**config.mk**
```make
export PLATFORM = sky130hd
export DESIGN_NAME = irq_vector_ctrl
export DESIGN_NICKNAME = d
export VERILOG_FILES = /design/src/rtl/vic_pkg.sv /design/src/rtl/vic_ext_in.sv /design/src/rtl/vic_arb.sv /design/src/rtl/irq_vector_ctrl.sv
export SDC_FILE = /design/constraint.sdc
export NUM_CORES = 1
export LEC_CHECK = 0
export ABC_CLOCK_PERIOD_IN_PS = 29400
export BUFFER_PORTS_ARGS = -buffer_cell sky130_fd_sc_hd__buf_2
export CORE_MARGIN = 2
export CORE_UTILIZATION = 50
export CTS_BUF_LIST = sky130_fd_sc_hd__clkbuf_8
export CTS_CLUSTER_DIAMETER = 60
export DETAILED_ROUTE_END_ITERATION = 16
export PLACE_DENSITY_LB_ADDON = 0.12
export SLEW_MARGIN = 30
export SYNTH_ARGS = -nofsm -noshare
export SYNTH_HDL_FRONTEND = slang
export SYNTH_SLANG_ARGS = --single-unit
```
**constraint.sdc**
```tcl
create_clock -name clk -period 29.4 [get_ports clk]
set_clock_uncertainty 0.15 [all_clocks]
set_input_delay 2.94 -clock clk [delete_from_list [all_inputs] [get_ports clk]]
set_output_delay 2.94 -clock clk [all_outputs]
set_load 0.02 [all_outputs]
```
**src/rtl/vic_pkg.sv**
```systemverilog
package vic_pkg;

  typedef enum logic [3:0] {
    A_RAW      = 4'd0,
    A_IRQ_EN   = 4'd1,
    A_FIQ_EN   = 4'd2,
    A_IRQ_STAT = 4'd3,
    A_FIQ_STAT = 4'd4,
    A_BASE     = 4'd5,
    A_IRQ_VEC  = 4'd6,
    A_FIQ_VEC  = 4'd7,
    A_PRIO0    = 4'd8,
    A_PRIO1    = 4'd9,
    A_PRIO2    = 4'd10,
    A_NEST_CTL = 4'd11,
    A_IRQ_NEST = 4'd12,
    A_FIQ_NEST = 4'd13,
    A_EXT_MODE = 4'd14,
    A_EXT_CLR  = 4'd15
  } reg_addr_e;

  typedef enum logic [1:0] {
    TRIG_LEVEL  = 2'b00,
    TRIG_RISE   = 2'b01,
    TRIG_FALL   = 2'b10,
    TRIG_LEVEL2 = 2'b11
  } trig_e;

  // Source slot taken by external pin k; also its clear-bit position.
  function automatic int ext_slot(input int k);
    case (k)
      0:       return 13;
      1:       return 14;
      2:       return 18;
      default: return 19;
    endcase
  endfunction

endpackage

```
**src/rtl/vic_ext_in.sv**
```systemverilog
module vic_ext_in
  import vic_pkg::*;
(
  input  logic       clk,
  input  logic       rst_n,
  input  logic       pin_i,
  input  logic [1:0] mode_i,
  input  logic       clr_i,
  output logic       req_o
);
  logic s1_q, s2_q, prev_q, latch_q;
  logic edge_mode, hit;

  assign edge_mode = (mode_i == TRIG_RISE) || (mode_i == TRIG_FALL);
  assign hit = ((mode_i == TRIG_RISE) && s2_q && !prev_q) ||
               ((mode_i == TRIG_FALL) && !s2_q && prev_q);

  always_ff @(posedge clk or negedge rst_n) begin
    if (!rst_n) begin
      s1_q    <= 1'b0;
      s2_q    <= 1'b0;
      prev_q  <= 1'b0;
      latch_q <= 1'b0;
    end else begin
      s1_q    <= pin_i;
      s2_q    <= s1_q;
      prev_q  <= s2_q;
      latch_q <= (latch_q && !clr_i) || hit;
    end
  end

  assign req_o = edge_mode ? latch_q : s2_q;

  AST_EDGE_HELD: assert property (@(posedge clk) disable iff (!rst_n)
    (latch_q && !clr_i) |=> latch_q);

endmodule

```
**src/rtl/vic_arb.sv**
```systemverilog
module vic_arb #(
  parameter int NUM_SRC = 20,
  parameter int PRIO_W  = 3,
  localparam int IDX_W  = $clog2(NUM_SRC),
  localparam int LEVELS = 1 << PRIO_W
) (
  input  logic                      clk,
  input  logic                      rst_n,
  input  logic [NUM_SRC-1:0]        active_i,
  input  logic [NUM_SRC*PRIO_W-1:0] prio_i,
  input  logic                      nest_en_i,
  input  logic [LEVELS-1:0]         in_svc_i,
  output logic                      req_o,
  output logic [IDX_W-1:0]          win_o,
  output logic [PRIO_W-1:0]         win_prio_o
);
  logic [PRIO_W:0]      thr;
  logic [NUM_SRC-1:0]   elig;

  always_comb begin
    thr = PRIO_W'(0) + (PRIO_W+1)'(LEVELS);
    if (nest_en_i) begin
      for (int j = LEVELS - 1; j >= 0; j--) begin
        if (in_svc_i[j]) thr = (PRIO_W+1)'(j);
      end
    end
    for (int i = 0; i < NUM_SRC; i++) begin
      elig[i] = active_i[i] && ({1'b0, prio_i[i*PRIO_W +: PRIO_W]} < thr);
    end
  end

  always_comb begin
    req_o      = 1'b0;
    win_o      = '0;
    win_prio_o = '1;
    for (int i = NUM_SRC - 1; i >= 0; i--) begin
      if (elig[i] && (!req_o || prio_i[i*PRIO_W +: PRIO_W] <= win_prio_o)) begin
        req_o      = 1'b1;
        win_o      = IDX_W'(i);
        win_prio_o = prio_i[i*PRIO_W +: PRIO_W];
      end
    end
    if (!req_o) win_prio_o = '0;
  end

  AST_WIN_ACTIVE: assert property (@(posedge clk) disable iff (!rst_n)
    req_o |-> active_i[win_o]);

endmodule

```
**src/rtl/irq_vector_ctrl.sv**
```systemverilog
module irq_vector_ctrl
  import vic_pkg::*;
#(
  parameter int NUM_SRC = 20,
  parameter int PRIO_W  = 3,
  parameter int BASE_W  = 16,
  parameter int NUM_EXT = 4
) (
  input  logic               clk,
  input  logic               rst_n,
  input  logic [NUM_SRC-1:0] src_i,
  input  logic [NUM_EXT-1:0] ext_i,
  input  logic               bus_wr,
  input  logic               bus_rd,
  input  logic [3:0]         bus_addr,
  input  logic [31:0]        bus_wdata,
  output logic [31:0]        bus_rdata,
  output logic               irq_o,
  output logic               fiq_o
);
  localparam int IDX_W     = $clog2(NUM_SRC);
  localparam int LEVELS    = 1 << PRIO_W;
  localparam int PER_WORD  = 8;
  localparam int PRIO_REGS = (NUM_SRC + PER_WORD - 1) / PER_WORD;
  localparam int IDX_LSB   = 2;
  localparam int BASE_LSB  = IDX_LSB + IDX_W;

  logic [NUM_SRC-1:0]        irq_en_q, fiq_en_q, raw, irq_stat, fiq_stat;
  logic [BASE_W-1:0]         base_q;
  logic [NUM_SRC*PRIO_W-1:0] prio_q;
  logic [1:0]                nest_ctl_q;
  logic [LEVELS-1:0]         irq_nest_q, fiq_nest_q;
  logic [2*NUM_EXT-1:0]      ext_mode_q;
  logic [NUM_EXT-1:0]        ext_req, ext_clr;
  logic                      irq_any, fiq_any;
  logic [IDX_W-1:0]          irq_win, fiq_win;
  logic [PRIO_W-1:0]         irq_wprio, fiq_wprio;
  logic [31:0]               irq_vec, fiq_vec;
  logic                      rd_irq_vec, rd_fiq_vec;

  for (genvar k = 0; k < NUM_EXT; k++) begin : g_ext
    assign ext_clr[k] = bus_wr && (bus_addr == A_EXT_CLR) && bus_wdata[ext_slot(k)];
    vic_ext_in u_ext (
      .clk   (clk),
      .rst_n (rst_n),
      .pin_i (ext_i[k]),
      .mode_i(ext_mode_q[2*k +: 2]),
      .clr_i (ext_clr[k]),
      .req_o (ext_req[k])
    );
  end

  always_comb begin
    raw = src_i;
    for (int k = 0; k < NUM_EXT; k++) raw[ext_slot(k)] = ext_req[k];
  end

  assign irq_stat = raw & irq_en_q;
  assign fiq_stat = raw & fiq_en_q;

  vic_arb #(.NUM_SRC(NUM_SRC), .PRIO_W(PRIO_W)) u_arb_irq (
    .clk(clk), .rst_n(rst_n), .active_i(irq_stat), .prio_i(prio_q),
    .nest_en_i(nest_ctl_q[0]), .in_svc_i(irq_nest_q),
    .req_o(irq_any), .win_o(irq_win), .win_prio_o(irq_wprio)
  );

  vic_arb #(.NUM_SRC(NUM_SRC), .PRIO_W(PRIO_W)) u_arb_fiq (
    .clk(clk), .rst_n(rst_n), .active_i(fiq_stat), .prio_i(prio_q),
    .nest_en_i(nest_ctl_q[1]), .in_svc_i(fiq_nest_q),
    .req_o(fiq_any), .win_o(fiq_win), .win_prio_o(fiq_wprio)
  );

  assign fiq_o = fiq_any;
  assign irq_o = irq_any && !fiq_any;

  assign irq_vec = (32'(base_q) << BASE_LSB) | (32'(irq_win) << IDX_LSB);
  assign fiq_vec = (32'(base_q) << BASE_LSB) | (32'(fiq_win) << IDX_LSB);
  assign rd_irq_vec = bus_rd && (bus_addr == A_IRQ_VEC);
  assign rd_fiq_vec = bus_rd && (bus_addr == A_FIQ_VEC);

  always_ff @(posedge clk or negedge rst_n) begin
    if (!rst_n) begin
      irq_en_q   <= '0;
      fiq_en_q   <= '0;
      base_q     <= '0;
      prio_q     <= '0;
      nest_ctl_q <= '0;
      irq_nest_q <= '0;
      fiq_nest_q <= '0;
      ext_mode_q <= '0;
    end else begin
      if (bus_wr) begin
        case (bus_addr)
          A_IRQ_EN:   irq_en_q   <= bus_wdata[NUM_SRC-1:0];
          A_FIQ_EN:   fiq_en_q   <= bus_wdata[NUM_SRC-1:0];
          A_BASE:     base_q     <= bus_wdata[BASE_W-1:0];
          A_NEST_CTL: nest_ctl_q <= bus_wdata[1:0];
          A_EXT_MODE: ext_mode_q <= bus_wdata[2*NUM_EXT-1:0];
          default: ;
        endcase
        for (int w = 0; w < PRIO_REGS; w++) begin
          for (int s = 0; s < PER_WORD; s++) begin
            if ((bus_addr == 4'(A_PRIO0 + w)) && (w*PER_WORD + s < NUM_SRC))
              prio_q[(w*PER_WORD + s)*PRIO_W +: PRIO_W] <= bus_wdata[4*s +: PRIO_W];
          end
        end
      end
      if (bus_wr && bus_addr == A_IRQ_NEST)
        irq_nest_q <= irq_nest_q & ~bus_wdata[LEVELS-1:0];
      else if (rd_irq_vec && nest_ctl_q[0] && irq_any)
        irq_nest_q <= irq_nest_q | (LEVELS'(1) << irq_wprio);
      if (bus_wr && bus_addr == A_FIQ_NEST)
        fiq_nest_q <= fiq_nest_q & ~bus_wdata[LEVELS-1:0];
      else if (rd_fiq_vec && nest_ctl_q[1] && fiq_any)
        fiq_nest_q <= fiq_nest_q | (LEVELS'(1) << fiq_wprio);
    end
  end

  always_comb begin
    bus_rdata = '0;
    case (bus_addr)
      A_RAW:      bus_rdata = 32'(raw);
      A_IRQ_EN:   bus_rdata = 32'(irq_en_q);
      A_FIQ_EN:   bus_rdata = 32'(fiq_en_q);
      A_IRQ_STAT: bus_rdata = 32'(irq_stat);
      A_FIQ_STAT: bus_rdata = 32'(fiq_stat);
      A_BASE:     bus_rdata = 32'(base_q);
      A_IRQ_VEC:  bus_rdata = irq_vec;
      A_FIQ_VEC:  bus_rdata = fiq_vec;
      A_NEST_CTL: bus_rdata = 32'(nest_ctl_q);
      A_IRQ_NEST: bus_rdata = 32'(irq_nest_q);
      A_FIQ_NEST: bus_rdata = 32'(fiq_nest_q);
      A_EXT_MODE: bus_rdata = 32'(ext_mode_q);
      default: begin
        for (int w = 0; w < PRIO_REGS; w++) begin
          for (int s = 0; s < PER_WORD; s++) begin
            if ((bus_addr == 4'(A_PRIO0 + w)) && (w*PER_WORD + s < NUM_SRC))
              bus_rdata[4*s +: PRIO_W] = prio_q[(w*PER_WORD + s)*PRIO_W +: PRIO_W];
          end
        end
      end
    endcase
  end

  AST_VEC_FRAME: assert property (@(posedge clk) disable iff (!rst_n)
    (rd_irq_vec || rd_fiq_vec) |->
      (bus_rdata[1:0] == 2'b00 && bus_rdata[31:BASE_LSB+BASE_W] == '0));

  AST_REQ_HAS_STATUS: assert property (@(posedge clk) disable iff (!rst_n)
    irq_o |-> (irq_stat != '0));

  AST_FIQ_FIRST: assert property (@(posedge clk) disable iff (!rst_n)
    (fiq_stat != '0 && !nest_ctl_q[1]) |-> !irq_o);

  AST_NEST_MARK: assert property (@(posedge clk) disable iff (!rst_n)
    (rd_irq_vec && !bus_wr && nest_ctl_q[0] && irq_any) |=>
      irq_nest_q[$past(irq_wprio)]);

  AST_NEST_OFF: assert property (@(posedge clk) disable iff (!rst_n)
    (rd_irq_vec && !bus_wr && !nest_ctl_q[0]) |=> $stable(irq_nest_q));

endmodule

```
* After elaboration in Yosys (flattened, before gate mapping)
Cells that the tools add are included.
** Storage, ports and cells
- Input bits :: 64
- Register bits after elaboration :: 158
- Word-level logic and storage cells :: 546
** Cells by class
- Order comparisons :: 78
- Reduce and logical (&&, ||, !) cells :: 227
- Equality and inequality tests :: 23
- Bitwise gates (word level) :: 9
- Multiplexer cells :: 181
- Shift operators :: 2
** Operator list (count)
- $mux 5 :: 40
- $mux 3 :: 62
- $lt 3x4->1 :: 40
- $le 3x3->1 :: 38
- $logic_and 1x1->1 :: 112
- $mux 4 :: 18
- $pmux 3 s12 :: 2
- $pmux 3 s9 :: 2
- $logic_not 1->1 :: 51
- $logic_or 1x1->1 :: 50
- $or 23x7->23 :: 2
- $mux 1 :: 44
- $and 20x20->20 :: 2
- $eq 4x4->1 const B :: 8
- $mux 8 :: 4
- $pmux 3 s3 :: 3
- $pmux 3 s8 :: 1
- $pmux 1 s11 :: 2
- $and 8x8->8 :: 2
- $eq 4x3->1 const B :: 4
- $or 8x8->8 :: 2
- $pmux 1 s8 :: 2
- $reduce_and 2->1 :: 8
- $shl 1x3->8 const A :: 2
- other kinds (11) :: 19

* Longest topological paths before layout
Gate-level depths: netlist of the first run.
- Word-level depth :: 93
- Depth in mapped cells :: 175

* By module
From an unflattened synthesis of the first run, not the netlist that was laid out.
** Unflattened totals
- Cells, all modules :: 1955
- Area total of the unflattened synthesis :: 16961.3 um^2
** By module, submodules not included
- irq_vector_ctrl :: cells an instance 719, seq. area each 3553.4 um^2, instances 1, area an instance 7831.3 um^2
- vic_arb at u_arb_irq :: cells an instance 591, seq. area each 0.0 um^2, instances 1, area an instance 4274.1 um^2
- vic_arb at u_arb_fiq :: cells an instance 589, seq. area each 0.0 um^2, instances 1, area an instance 4170.2 um^2
- vic_ext_in :: cells an instance 14, seq. area each 100.1 um^2, instances 4, area an instance 171.4 um^2

* Worst setup path after synthesis of the first run
OpenSTA, ideal clock, no wires.
- Path type :: register to output
- Start point :: register irq_nest_q[2]
- End point :: output port bus_rdata[4]
- Cell stages (with the launch flop) :: 161
- Setup slack :: -1.914 ns
- Data required time :: 26.310 ns
- Arrival :: 28.224 ns
- Cell sequence :: dfrtp_1 or2_2 o21ai_0 ha_1 o21a_1 nor2_1 nor2_2 a211oi_1 ha_1 nor2b_1 o21ai_0 a21o_1 o211ai_1 a32o_2 ha_1 nor2b_1 o21ai_0 a32oi_1 [... 125 more ...] ha_1 nor2b_1 o21a_1 o21ai_0 a41oi_1 nor2_1 clkbuf_1 o21ai_0 nor2_1 nand2_1 ha_1 nor2b_1 o21ai_0 nand2b_1 a31o_2 clkbuf_1 nand3_1 o311ai_0
** Between the ends
- Longest elaborated chain between the ends :: 85
- Elaborated cells on any way between the ends :: 179
- Those cells by class :: order compare: 39; mux: 62; bitwise: 1; reduce/logical: 77
** Ends and longest elaborated chain
- from (decl) :: line irq_vector_ctrl.sv:32 : logic [LEVELS-1:0] irq_nest_q, fiq_nest_q;
- from (signal assigned) :: line irq_vector_ctrl.sv:109 : irq_nest_q <= irq_nest_q & ~bus_wdata[LEVELS-1:0];
- from (signal assigned) :: line irq_vector_ctrl.sv:111 : irq_nest_q <= irq_nest_q | (LEVELS'(1) << irq_wprio);
- $mux 4 (*) (3 in series) :: line vic_arb.sv:24 : if (in_svc_i[j]) thr = (PRIO_W+1)'(j);
- $mux 4 (*) :: line vic_arb.sv:22 : if (nest_en_i) begin
- $lt 3x4->1 :: line vic_arb.sv:28 : elig[i] = active_i[i] && ({1'b0, prio_i[i*PRIO_W +: PRIO_W]} < thr);
- $logic_and 1x1->1 :: line vic_arb.sv:28
- $mux 3 or $mux 1 (tied branches) :: line vic_arb.sv:37 : if (elig[i] && (!req_o || prio_i[i*PRIO_W +: PRIO_W] <= win_prio_o)) begin
- $le 3x3->1 or $logic_not 1->1 (tied branches) :: line vic_arb.sv:37
- $logic_or 1x1->1 :: line vic_arb.sv:37
- $logic_and 1x1->1 :: line vic_arb.sv:37
- [... 67 more ...]
- $logic_and 1x1->1 :: line vic_arb.sv:37
- $mux 3 or $mux 1 (tied branches) :: line vic_arb.sv:37
- $le 3x3->1 or $logic_not 1->1 (tied branches) :: line vic_arb.sv:37
- $logic_or 1x1->1 :: line vic_arb.sv:37
- $logic_and 1x1->1 :: line vic_arb.sv:37
- $mux 5 (*) :: line vic_arb.sv:37
- $or 23x7->23 (*) :: line irq_vector_ctrl.sv:76 : assign irq_vec = (32'(base_q) << BASE_LSB) | (32'(irq_win) << IDX_LSB);
- $pmux 3 s12 (*) :: line irq_vector_ctrl.sv:121 : case (bus_addr)
- to (decl) :: line irq_vector_ctrl.sv:17 : output logic [31:0] bus_rdata,
Mark *: on every way between the ends. The rest lies on a longest branch, timed or not.

* Worst setup path after layout of the first run
- Start point :: register fiq_nest_q[5]
- End point :: output port bus_rdata[6]
** Between the ends
- Longest elaborated chain between the ends :: 88
- Elaborated cells on any way between the ends :: 183
- Those cells by class :: order compare: 39; mux: 66; bitwise: 1; reduce/logical: 77
** Ends and longest elaborated chain
- from (decl) :: line irq_vector_ctrl.sv:32
- from (signal assigned) :: line irq_vector_ctrl.sv:113 : fiq_nest_q <= fiq_nest_q & ~bus_wdata[LEVELS-1:0];
- from (signal assigned) :: line irq_vector_ctrl.sv:115 : fiq_nest_q <= fiq_nest_q | (LEVELS'(1) << fiq_wprio);
- $mux 4 (*) (6 in series) :: line vic_arb.sv:24
- $mux 4 (*) :: line vic_arb.sv:22
- $lt 3x4->1 :: line vic_arb.sv:28
- $logic_and 1x1->1 :: line vic_arb.sv:28
- $mux 3 or $mux 1 (tied branches) :: line vic_arb.sv:37
- $le 3x3->1 or $logic_not 1->1 (tied branches) :: line vic_arb.sv:37
- $logic_or 1x1->1 :: line vic_arb.sv:37
- $logic_and 1x1->1 :: line vic_arb.sv:37
- [... 67 more ...]
- $logic_and 1x1->1 :: line vic_arb.sv:37
- $mux 3 or $mux 1 (tied branches) :: line vic_arb.sv:37
- $le 3x3->1 or $logic_not 1->1 (tied branches) :: line vic_arb.sv:37
- $logic_or 1x1->1 :: line vic_arb.sv:37
- $logic_and 1x1->1 :: line vic_arb.sv:37
- $mux 5 (*) :: line vic_arb.sv:37
- $or 23x7->23 (*) :: line irq_vector_ctrl.sv:77 : assign fiq_vec = (32'(base_q) << BASE_LSB) | (32'(fiq_win) << IDX_LSB);
- $pmux 3 s12 (*) :: line irq_vector_ctrl.sv:121
Marked as above.

==> results by group, run 1 <==
Run status
  – Outcome: finished with violations
  – Failing checks: negative setup slack

Logic synthesis
  – #FFs+latches synth: 158
  – Synth top area share: a little under a quarter
  – Synth Area in XOR/XNOR: less than 1%
  – Post-synth top area cell: dfrtp_1
  – Post-synth cell types: between 100 and 150
  – Async set or reset register ratio after synthesis: 100%
  – EDFF count, synth: 0
  – Mux contribution to synthesized area: between 10% and 20%
  – Synthesized area: around 17,000 µm²
  – Mapped Cells: 1,886
  – Post-Synth Simple-Gate Area: 15.5%
  – Ys Warns: 0
  – Synth Area in Adders: 15.3%
  – Seq/Total Area, Yosys: 23.9%
  – Top post-synthesis cells by area: dfrtp_1 24%, ha_1 15%, mux2_2 9.1%
  – Largest family of logic cells by synthesized area: compound AO/OA/AOI/OAI gates
  – Syn_area_per_cell: around 9 µm²
  – Top FF cell, synth: dfrtp_1
  – Compound-Gate Fraction of Synth Area: between 30 and 40%

Drt
  – Starting DRT DRC Count: 1,943
  – Routed vias: 18,548
  – DRT Pass-1 Iters: 7
  – Drt total wl: 72.6 mm
  – Routed length per instance: 25.9 µm
  – DR vias/cell: 6.62
  – Final routed DRC violation total: 0
  – Antenna Nets Post-Route: 0

Global route
  – Vias in the first global route: roughly 17,000
  – Global-route wire length before repair: 105 mm
  – Global Route Usage Sum: approximately two fifths
  – Grt ovf: 0
  – Grt met2 use: 62.6%
  – Initial antenna violation count: 0
  – Largest net degree at the start of global routing: 82
  – GR Util met3: 9.33%
  – Busiest grt layer: met2
  – GR Layer Usage met1: roughly 54%

Clock tree
  – H-tree levels: 4
  – CTS Buf Count: 17
  – Clk pin slew, worst setup/hold paths: 90 ps
  – CTS tree: built
  – Root Buffer: clkbuf_8
  – Clock latency on the worst-skew pair: 500 ps
  – CTS Buffer Depth: 2
  – # clock sinks: 158
  – Hold_buf cts: 0

Setup path
  – Crit-path slowest cell: or4_4
  – Number of buffers and inverters on the critical path: 12
  – Req. time, crit path: 26,310 ps
  – Worst path depth: 160
  – Reg2reg path depth: about 160
  – Crit end category: output pin
  – Critical path fanouts, max: 7
  – Crit path DAT: about 28,000 ps
  – CP Launch Type: register
  – Critical path's top delay family: compound AO/OA/AOI/OAI gates
  – WS Path Type: register to output pin
  – Crit path largest cell delay: 570 ps

Hold path
  – Hold path depth: 0
  – Hold WC Path Type: register to register

Final layout
  – Antenna Cells: 0
  – Commonest non-fill, non-tap cell in the layout: buf_4
  – Commonest cells after routing, fill and taps aside: 412 x buf_4, 181 x ha_1, 156 x dfrtp_1, 136 x nand2_1, 130 x mux2_2
  – Final Cell Area: roughly 22,000 µm²
  – Layout area overhead: 33.9%
  – FILL cells: 2,749
  – Layout cells sized above 1: between 40% and 50%
  – Nets: 2,614

Floorplan
  – Die ar.: 34,500 µm²
  – Num rows: between 60 and 70
  – Die Wd: approximately 190 µm
  – # IOs: 98
  – Die H: 186 µm
  – Starting density of the core: 50.8%
  – Core Box Area: 32,500 µm²

Timing
  – Worst slew pin tran: 946 ps
  – Final WS setup: -1860 ps
  – Slew HR: 36.8%
  – Max frequency: 0.0320 GHz
  – Post-layout min period: 31,260 ps
  – Slew Limit Fails: 0
  – Hold Slack: 206 ps
  – Final hold violation count: 0
  – Final Setup Violations: 5
  – RSZ-0062 raised after global routing: true
  – Tcrit/Tclk final: 106%

Placed design
  – Detailed placement HPWL: 54.3 mm
  – RD Place Congestion: 0.984
  – Port Buffers: 87
  – Cell Area, Placed: 20,000 µm²

Run
  – Max-cap violations: 0
sequential cells by signal, indices dropped and copies added (netlist names):
register and count:
base_q 16, ext_mode_q 8, fiq_en_q 20, fiq_nest_q 8
g_ext.u_ext.latch_q 4, g_ext.u_ext.prev_q 4, g_ext.u_ext.s1_q 4, g_ext.u_ext.s2_q 4
irq_en_q 20, irq_nest_q 8, nest_ctl_q 2, prio_q 60
layout make-up:
cell class	instances	area [µm²]	area share [%]
multi-input combinational	1555	13100	59.2
sequential	158	3960	17.9
timing repair buffer	513	3730	16.8
tap	442	553	2.50
inverter	103	387	1.75
clock buffer	18	248	1.12
clock inverter	14	168	0.758
synthesized netlist by cell type, types with 16 or more instances:
cell type / n
a211oi_1: 21
nor2_1: 119
nand2b_1: 29
nor3_1: 30
nand2_1: 144
nand3_1: 40
mux2_2: 133
inv_1: 102
dfrtp_1: 158
a21oi_1: 88
o31ai_1: 16
o21ai_0: 110
mux2i_1: 26
or2_2: 16
a22oi_1: 41
nand4_1: 16
a21o_1: 49
clkbuf_1: 52
o211ai_1: 48
a31oi_1: 47
o21a_1: 52
nor2b_1: 36
ha_1: 202
cells by family (layout without fill, tap and decap cells):
family,after synthesis,after routing
compound gates,676,676
flops,158,158
other cells,1,3
fa+ha+maj,202,202
buf+inv,175,648
simple gates,513,513
xor+xnor,1,1
mux,160,160
stage by stage:
step	util (%)	cells	setup TNS (ps)	setup slack, ps
after floorplan	-	1888	0	2.85
after global placement	61.4	2687	-6810	-1620
after detailed placement	61.5	2687	-9680	-2210
after CTS	63.4	2730	-9830	-2160
after global routing	68.0	2803	-15500	-3220
final	68.0	2803	-8520	-1860
metal layers:
| layer | share of wire (%) | vias up |
|---|---|---|
| met5 | 0 | - |
| met4 | 6.4 | 0 |
| met2 | 43 | 1088 |
| li1 | - | 8221 |
| met1 | 40 | 9001 |
| met3 | 10 | 238 |
timing repair:
action / in CTS / in global routing
pin swaps: 17 / 133
gates resized for setup: 32 / 223
setup buffers: 11 / 74
endpoints found under the setup margin: 5 / 21
worst paths after layout:
check | slack, ps | to | startpoint
hold reg to reg | 210 | g_ext[2].u_ext.s2_q | g_ext[2].u_ext.s1_q
max in group asynchronous | 25470 | nest_ctl_q[0] | rst_n
min in group asynchronous | 2340 | prio_q[43] | rst_n
hold / removal | 210 | g_ext[2].u_ext.s2_q | g_ext[2].u_ext.s1_q
setup / recovery | -1860 | bus_rdata[6] | fiq_nest_q[5]
setup reg to reg | 1360 | fiq_nest_q[2] | fiq_nest_q[5]
Power of run 1 is left out: the tool's default activity adds up to more than one toggle a clock period on the data nets, which glitch-free logic cannot reach.
==> inputs of run 2 (changes only) <==
--- a/config.mk
+++ b/config.mk
@@ -5,6 +5,7 @@
 export SDC_FILE = /design/constraint.sdc
 export NUM_CORES = 1
 export LEC_CHECK = 0
+export ABC_AREA = 1
 export ABC_CLOCK_PERIOD_IN_PS = 29400
 export BUFFER_PORTS_ARGS = -buffer_cell sky130_fd_sc_hd__buf_2
 export CORE_MARGIN = 2
@@ -16,4 +17,5 @@
 export SLEW_MARGIN = 30
 export SYNTH_ARGS = -nofsm -noshare
 export SYNTH_HDL_FRONTEND = slang
+export SYNTH_HIERARCHICAL = 1
 export SYNTH_SLANG_ARGS = --single-unit
==> run 2 against run 1 <==
  * The flow now finishes without violations
  * Die area is 1.4% lower
  * Routed wire length is 21% lower
  * Cell count is 8.8% higher
  * Flip-flop and latch count stayed put
  * Setup slack better by 3300 ps
  * Via count is 7.3% lower
  * Core utilization is 12 points lower
  * Cell area is 18% lower
  * Critical path type unchanged
  * Critical endpoint is now bus_rdata[5]
==> results by group, run 2 <==
Clock tree
  – CTS Buffer Depth: 2 (unchanged)
  – Clock latency on the worst-skew pair: 490 ps (was 500 ps)
  – H-tree levels: 4 (unchanged)
  – Root Buffer: clkbuf_8 (unchanged)
  – CTS tree: built (unchanged)
  – # clock sinks: 158 (unchanged)
  – CTS Buf Count: 17 (unchanged)
  – Clk pin slew, worst setup/hold paths: 100 ps (was 90 ps)

Logic synthesis
  – Post-synth top cells: 679 x nand2_1, 377 x inv_1, 251 x nand3_1, 202 x ha_1, 197 x o21ai_0 (was 202 x ha_1, 158 x dfrtp_1, 144 x nand2_1, 133 x mux2_2, 119 x nor2_1)
  – #FFs+latches synth: 158 (unchanged)
  – EDFF count, synth: 0 (unchanged)
  – Count leader, synth: nand2_1 (was ha_1)
  – Synth top area share: 24.3% (was 23.9%)
  – Top post-synthesis cells by area: dfrtp_1 24%, nand2_1 16%, ha_1 16% (was dfrtp_1 24%, ha_1 15%, mux2_2 9.1%)
  – Post-synth cell types: 53 (was 104)
  – Syn_area_per_cell: 6.56 µm² (was 8.76 µm²)
  – Top FF cell, synth: dfrtp_1 (unchanged)
  – Synthesized area: 16,300 µm² (was 16,500 µm²)
  – Post-synth top area cell: dfrtp_1 (unchanged)
  – Ys Warns: 6 (was 0)
  – Seq/Total Area, Yosys: 24.3% (was 23.9%)
  – Mapped Cells: 2,485 (was 1,886)
  – Async set or reset register ratio after synthesis: 100% (unchanged)

Placed design
  – Placed insts: 2,977 (was 2,687)
  – Dpl ws: 963 ps (was -2210 ps)
  – Port Buffers: 87 (unchanged)
  – RD Place Congestion: 0.951 (was 0.984)
  – Detailed placement HPWL: 43.2 mm (was 54.3 mm)

Final layout
  – Largest regs: prio_q x60, fiq_en_q x20, irq_en_q x20 (unchanged)
  – Nets: 2,861 (was 2,614)
  – Layout area overhead: 11.5% (was 33.9%)
  – Largest register by flop count: prio_q (unchanged)
  – Number of flip-flops in the largest register: 60 (unchanged)
  – Commonest cells after routing, fill and taps aside: 652 x nand2_1, 367 x inv_1, 246 x nand3_1, 197 x ha_1, 195 x o21ai_0 (was 412 x buf_4, 181 x ha_1, 156 x dfrtp_1, 136 x nand2_1, 130 x mux2_2)
  – Antenna Cells: 0 (unchanged)
  – Fin cells: 3,050 (was 2,803)
  – Layout cells sized above 1: 14.3% (was 40.0%)
  – Commonest non-fill, non-tap cell in the layout: nand2_1 (was buf_4)

Global route
  – Largest net degree at the start of global routing: 86 (was 82)
  – Initial antenna violation count: 3 (was 0)
  – Grt ovf: 0 (unchanged)
  – Vias in the first global route: 15,599 (was 17,208)
  – Global-route wire length before repair: 86.1 mm (was 105 mm)
  – Global Route Usage Sum: 33.4% (was 41.1%)

Timing
  – Post-layout min period: 28,010 ps (was 31,260 ps)
  – Slew HR: 33.1% (was 36.8%)
  – Max frequency: 0.0357 GHz (was 0.0320 GHz)
  – Final hold violation count: 0 (unchanged)
  – Final Setup Violations: 0 (was 5)
  – Worst slew pin tran: 1000 ps (was 946 ps)
  – Setup_tns: 0 ps (was -8520 ps)
  – Slew Limit Fails: 0 (unchanged)
  – Final WS setup: 1390 ps (was -1860 ps)
  – Tcrit/Tclk final: 95.3% (was 106%)

Power
  – LEAKAGE: between 9 and 10 nW
  – Max VDD drop: 0.0467 mV
  – Power Density: 123 nW/µm²

Hold path
  – Hold path depth: 0 (unchanged)
  – Hold WC Path Type: register to register (unchanged)

Drt
  – Drt total wl: 57.1 mm (was 72.6 mm)
  – Final routed DRC violation total: 0 (unchanged)
  – DR vias/cell: 5.64 (was 6.62)
  – Routed length per instance: 18.7 µm (was 25.9 µm)
  – Antenna Nets Post-Route: 0 (unchanged)
  – Starting DRT DRC Count: 1,322 (was 1,943)
  – Highest metal used: met5 (was met4)
  – Met3 wire len: 4.01 mm (was 7.48 mm)
  – DRT Pass-1 Iters: 5 (was 7)
  – Met2 WL: 26.4 mm (was 31.3 mm)
  – Post-Route M1 WL: 24.7 mm (was 29.2 mm)
  – Routed vias: 17,196 (was 18,548)

Floorplan
  – Num rows: 66 (unchanged)
  – # IOs: 98 (unchanged)
  – Starting density of the core: 50.4% (was 50.8%)
  – Core Box Area: 32,300 µm² (was 32,500 µm²)
  – Die H: 184 µm (was 186 µm)
  – Die Wd: 184 µm (was 186 µm)
  – Die ar.: 34,000 µm² (was 34,500 µm²)

Setup path
  – Reg2reg path depth: 174 (was 161)
  – WS Path Type: register to output pin (unchanged)
  – Crit path DAT: 24,920 ps (was 28,170 ps)
  – Req. time, crit path: 26,310 ps (about the same)
  – CP Launch Type: register (unchanged)
  – Critical path fanouts, max: 8 (was 7)
  – Crit-path slowest cell: dfrtp_2 (was or4_4)
  – Crit end category: output pin (unchanged)
  – Crit path top cell by count: nand2_1
  – Crit path largest cell delay: 440 ps (was 570 ps)

Run status
  – Outcome: finished clean (was finished with violations)

Run
  – Max-cap violations: 0 (unchanged)
## run 2: cells by family after synthesis
group	synth area share, %
compound gates	13.8
fa+ha+maj	15.5
buf+inv	10.6
flops	24.3
other cells	0.0230
simple gates	35.7
## run 2: area by class of cell
cell class | instances | area (µm²)
multi-input combinational | 1890 | 10900
tap | 442 | 553
timing repair buffer | 140 | 878
fill | 3209 | 14100
inverter | 388 | 1460
clock buffer | 17 | 234
sequential | 158 | 3960
clock inverter | 15 | 184
## run 2: layer usage
metal,vias to the layer above,global-route usage [%]
li1,8327,-
met1,8110,44.9
met2,653,55.0
met3,104,4.33
met4,2,12.1
met5,-,0
## run 2: worst paths after layout
check	from	to	slack [ps]
worst max-delay path	fiq_nest_q[1]	bus_rdata[5]	1390
worst min-delay path	g_ext[0].u_ext/s1_q	g_ext[0].u_ext/s2_q	210
worst max register to register	irq_nest_q[7]	irq_nest_q[6]	4760
worst min register to register	g_ext[0].u_ext/s1_q	g_ext[0].u_ext/s2_q	210
max in group asynchronous	rst_n	prio_q[42]	25520
min in group asynchronous	rst_n	fiq_nest_q[5]	2340
## run 2: through the flow
| stage | instance area [µm²] | hold slack, ps | utilization [%] | power (mW) |
|---|---|---|---|---|
| after global routing | 18200 | 221 | 56.3 | 2.47 |
| final | 18200 | 213 | 56.3 | 2.23 |
| after CTS | 17500 | 218 | 54.3 | 2.09 |
| after detailed placement | 17100 | 187 | 53.0 | 1.91 |
| after global placement | 17100 | 188 | 53.0 | 1.84 |
| after floorplan | 16300 | 181 | - | 1.49 |
## run 2: timing repair
item | 4_1_cts | 5_1_grt
hold buffers | 0 | 0
setup buffers | 0 | 40
setup endpoints to repair | 0 | 5
gates resized for setup | 0 | 82
## run 2: power breakdown
group / switching (mW) / internal (mW)
Sequential: 0.0810 / 0.261
Clock: 0.101 / 0.0730
Combinational: 1.05 / 0.664
## run 2: critical path, delay by kind of cell (launching register included)
kind | cells | cell delay, ps
adders and majority gates | 20 | 5690
buffers and inverters | 15 | 1220
AOI/OAI and AO/OA | 44 | 5910
DFF | 1 | 440
and+or+nand+nor | 94 | 11190
No activity file was read; power rests on OpenSTA's default activity.
==> inputs of run 3 (changes only) <==
--- a/config.mk
+++ b/config.mk
@@ -17,5 +17,4 @@
 export SLEW_MARGIN = 30
 export SYNTH_ARGS = -nofsm -noshare
 export SYNTH_HDL_FRONTEND = slang
-export SYNTH_HIERARCHICAL = 1
 export SYNTH_SLANG_ARGS = --single-unit
==> run 3 against run 2 <==
  * Highest routed layer is now met4
  * Global-route usage rose by 4.0 points
  * Critical path depth rose by 3
  * First-iteration DRC count rose by 40%
  * Setup slack improved by 700 ps
  * Worst hold slack got worse by 5.9 ps
  * Flip-flop and latch count did not move
==> results by group, run 3 <==
Setup path
  – Crit-path slowest cell: dfrtp_1 (was dfrtp_2)
  – CP Launch Type: register (unchanged)
  – Crit. Startpoint: irq_nest_q[7] (was fiq_nest_q[1])
  – Crit end category: output pin (unchanged)
  – Crit path top cell by count: nand2_1 (unchanged)
  – Crit path DAT: 24,220 ps (was 24,920 ps)
  – Crit path largest cell delay: 410 ps (was 440 ps)
  – R2r setup slk: 5630 ps (was 4760 ps)
  – Critical path's top delay family: simple AND/OR/NAND/NOR gates (unchanged)
  – Number of buffers and inverters on the critical path: 28 (was 15)
  – R2r startpoint: irq_nest_q[7] (unchanged)
  – Req. time, crit path: 26,310 ps (about the same)
  – WS Path Type: register to output pin (unchanged)
  – Critical path fanouts, max: 10 (was 8)

Timing
  – Setup_tns: 0 ps (unchanged)
  – Hold Slack: 207 ps (was 213 ps)
  – Slew HR: 41.2% (was 33.1%)
  – Post-layout min period: 27,310 ps (was 28,010 ps)
  – Final WS setup: 2090 ps (was 1390 ps)
  – Final Setup Violations: 0 (unchanged)
  – Worst slew pin tran: 857 ps (was 1000 ps)
  – Tcrit/Tclk final: 92.9% (was 95.3%)
  – Slew Limit Fails: 0 (unchanged)
  – Final hold violation count: 0 (unchanged)
  – Max frequency: 0.0366 GHz (was 0.0357 GHz)

Logic synthesis
  – Synthesized area: 15,200 µm² (was 16,300 µm²)
  – Top FF cell, synth: dfrtp_1 (unchanged)
  – Mapped Cells: 2,228 (was 2,485)
  – Ys Warns: 0 (was 6)
  – Count leader, synth: nand2_1 (unchanged)
  – Synth top area share: 26.0% (was 24.3%)
  – Seq/Total Area, Yosys: 26.0% (was 24.3%)
  – Async set or reset register ratio after synthesis: 100% (unchanged)
  – Top post-synthesis cells by area: dfrtp_1 26%, ha_1 17%, nand2_1 14% (was dfrtp_1 24%, nand2_1 16%, ha_1 16%)
  – Post-synth top cells: 549 x nand2_1, 347 x inv_1, 217 x o21ai_0, 202 x ha_1, 165 x nand3_1 (was 679 x nand2_1, 377 x inv_1, 251 x nand3_1, 202 x ha_1, 197 x o21ai_0)
  – #FFs+latches synth: 158 (unchanged)
  – EDFF count, synth: 0 (unchanged)
  – Syn_area_per_cell: 6.81 µm² (was 6.56 µm²)
  – Post-synth top area cell: dfrtp_1 (unchanged)
  – Post-synth cell types: 56 (was 53)

Clock tree
  – Clk pin slew, worst setup/hold paths: 100 ps (about the same)
  – Clock latency on the worst-skew pair: 520 ps (was 490 ps)
  – Root Buffer: clkbuf_8 (unchanged)
  – CTS Buffer Depth: 2 (unchanged)
  – CTS tree: built (unchanged)
  – # clock sinks: 158 (unchanged)
  – H-tree levels: 4 (unchanged)
  – CTS Buf Count: 17 (unchanged)

Run
  – Max-cap violations: 0 (unchanged)

Drt
  – Starting DRT DRC Count: 1,851 (was 1,322)
  – DRT Pass-1 Iters: 8 (was 5)
  – Antenna Nets Post-Route: 0 (unchanged)
  – Drt total wl: 59.0 mm (was 57.1 mm)
  – Final routed DRC violation total: 0 (unchanged)
  – Routed vias: 16,294 (was 17,196)
  – Routed length per instance: 21.6 µm (was 18.7 µm)
  – DR vias/cell: 5.97 (was 5.64)

Global route
  – Initial antenna violation count: 1 (was 3)
  – Largest net degree at the start of global routing: 100 (was 86)
  – Grt ovf: 0 (unchanged)
  – Global Route Usage Sum: 37.3% (was 33.4%)
  – Global-route wire length before repair: 87.6 mm (was 86.1 mm)
  – Vias in the first global route: 14,917 (was 15,599)

Final layout
  – Commonest cells after routing, fill and taps aside: 525 x nand2_1, 345 x inv_1, 217 x o21ai_0, 202 x ha_1, 164 x nand3_1 (was 652 x nand2_1, 367 x inv_1, 246 x nand3_1, 197 x ha_1, 195 x o21ai_0)
  – Layout cells sized above 1: 10.4% (was 14.3%)
  – Largest register by flop count: prio_q (unchanged)
  – Number of flip-flops in the largest register: 60 (unchanged)
  – Commonest non-fill, non-tap cell in the layout: nand2_1 (unchanged)
  – FILL cells: 2,923 (was 3,209)
  – Layout area overhead: 10.4% (was 11.5%)
  – Largest regs: prio_q x60, fiq_en_q x20, irq_en_q x20 (unchanged)
  – Nets: 2,590 (was 2,861)

Placed design
  – Detailed placement HPWL: 44.3 mm (was 43.2 mm)
  – Port Buffers: 87 (unchanged)
  – Dpl ws: 1820 ps (was 963 ps)
  – RD Place Congestion: 0.994 (was 0.951)

Floorplan
  – Die Wd: 178 µm (was 184 µm)
  – Num rows: 63 (was 66)
  – Core Box Area: 29,800 µm² (was 32,300 µm²)
  – Starting density of the core: 50.9% (was 50.4%)
  – Die ar.: 31,800 µm² (was 34,000 µm²)
  – # IOs: 98 (unchanged)
  – Die H: 178 µm (was 184 µm)

Power
  – Switching share of power: 56.1% (was 55.3%)
  – Max VDD drop: 0.0641 mV (was 0.0467 mV)
  – Total Power: 2.05 mW (was 2.23 mW)
  – LEAKAGE: 8.84 nW (was 9.96 nW)
  – Seq pwr share: 16.5% (was 15.3%)
  – Power Density: 122 nW/µm² (was 123 nW/µm²)
  – P_int: 0.899 mW (was 0.998 mW)
  – Clock Power Share: 8.8% (was 7.8%)
  – Net Sw Power: 1.15 mW (was 1.23 mW)
  – Comb power frac: 74.8% (was 76.9%)

Hold path
  – Hold WC Path Type: register to register (unchanged)
  – Min-delay src: g_ext[1].u_ext.s1_q (was g_ext[0].u_ext/s1_q)

Run status
  – Outcome: finished clean (unchanged)
## run 3: cell count changes after synthesis, sizes merged, moves of 22 or more
cell,change
nor2,-58
buf,-23
nand2,-148
nor3,+22
or2,-34
o22ai,+33
a221oi,+25
nand3,-90
## run 3: path summary, 6_finish.rpt
| path | endpoint | cells past startpoint |
|---|---|---|
| worst min-delay path | g_ext[1].u_ext.s2_q | 0 |
| worst max register to register | irq_nest_q[2] | 178 |
| max in group asynchronous | prio_q[21] | 2 |
| worst min register to register | g_ext[1].u_ext.s2_q | 0 |
| worst max-delay path | bus_rdata[3] | 176 |
| min in group asynchronous | ext_mode_q[5] | 1 |
## run 3: layer usage
metal,routed length (µm),global-route usage [%],vias to the layer above
li1,-,-,7666
met1,24300,50.3,7614
met2,25700,58.2,878
met3,6200,6.84,136
met4,2770,17.3,0
met5,0,0,-
## run 3: cell type report
class / instances / area (µm²) / area share [%]
antenna: 1 / 2.50 / 0.0149
clock buffer: 17 / 234 / 1.40
tap: 390 / 488 / 2.91
inverter: 369 / 1390 / 8.28
sequential: 158 / 3960 / 23.6
multi-input combinational: 1658 / 9800 / 58.5
timing repair buffer: 120 / 712 / 4.25
clock inverter: 15 / 184 / 1.10
## run 3: kinds of logic after synthesis
family                   Yosys count  share of synthesized area, %
multiplexers                       3                         0.198
adder cells (fa/ha/maj)          202                          16.6
flip-flops                       158                          26.0
AO/OA/AOI/OAI                    469                          18.6
other                              1                        0.0247
buffers and inverters            414                          10.3
AND/OR/NAND/NOR                  981                          28.1
## run 3: repair_timing
action | CTS | global route
setup endpoints to repair | 0 | 5
buffers inserted | 0 | 13
hold buffers | 0 | 0
resized for setup | 0 | 48
## run 3: power by group through the flow
stage	Clock [mW]	Combinational (mW)	Sequential, mW
after floorplan	0	1.08	0.307
after global placement	0	1.40	0.338
after detailed placement	0	1.46	0.338
after CTS	0.180	1.46	0.334
after global routing	0.189	1.74	0.341
final	0.179	1.53	0.337
## run 3: through the flow
stage | cells | area [µm²] | utilization [%]
after CTS | 2713 | 16500 | 55.4
after detailed placement | 2681 | 16100 | 54.0
after global placement | 2681 | 16100 | 54.0
final | 2728 | 16800 | 56.3
after floorplan | 2230 | 15200 | -
after global routing | 2727 | 16800 | 56.3
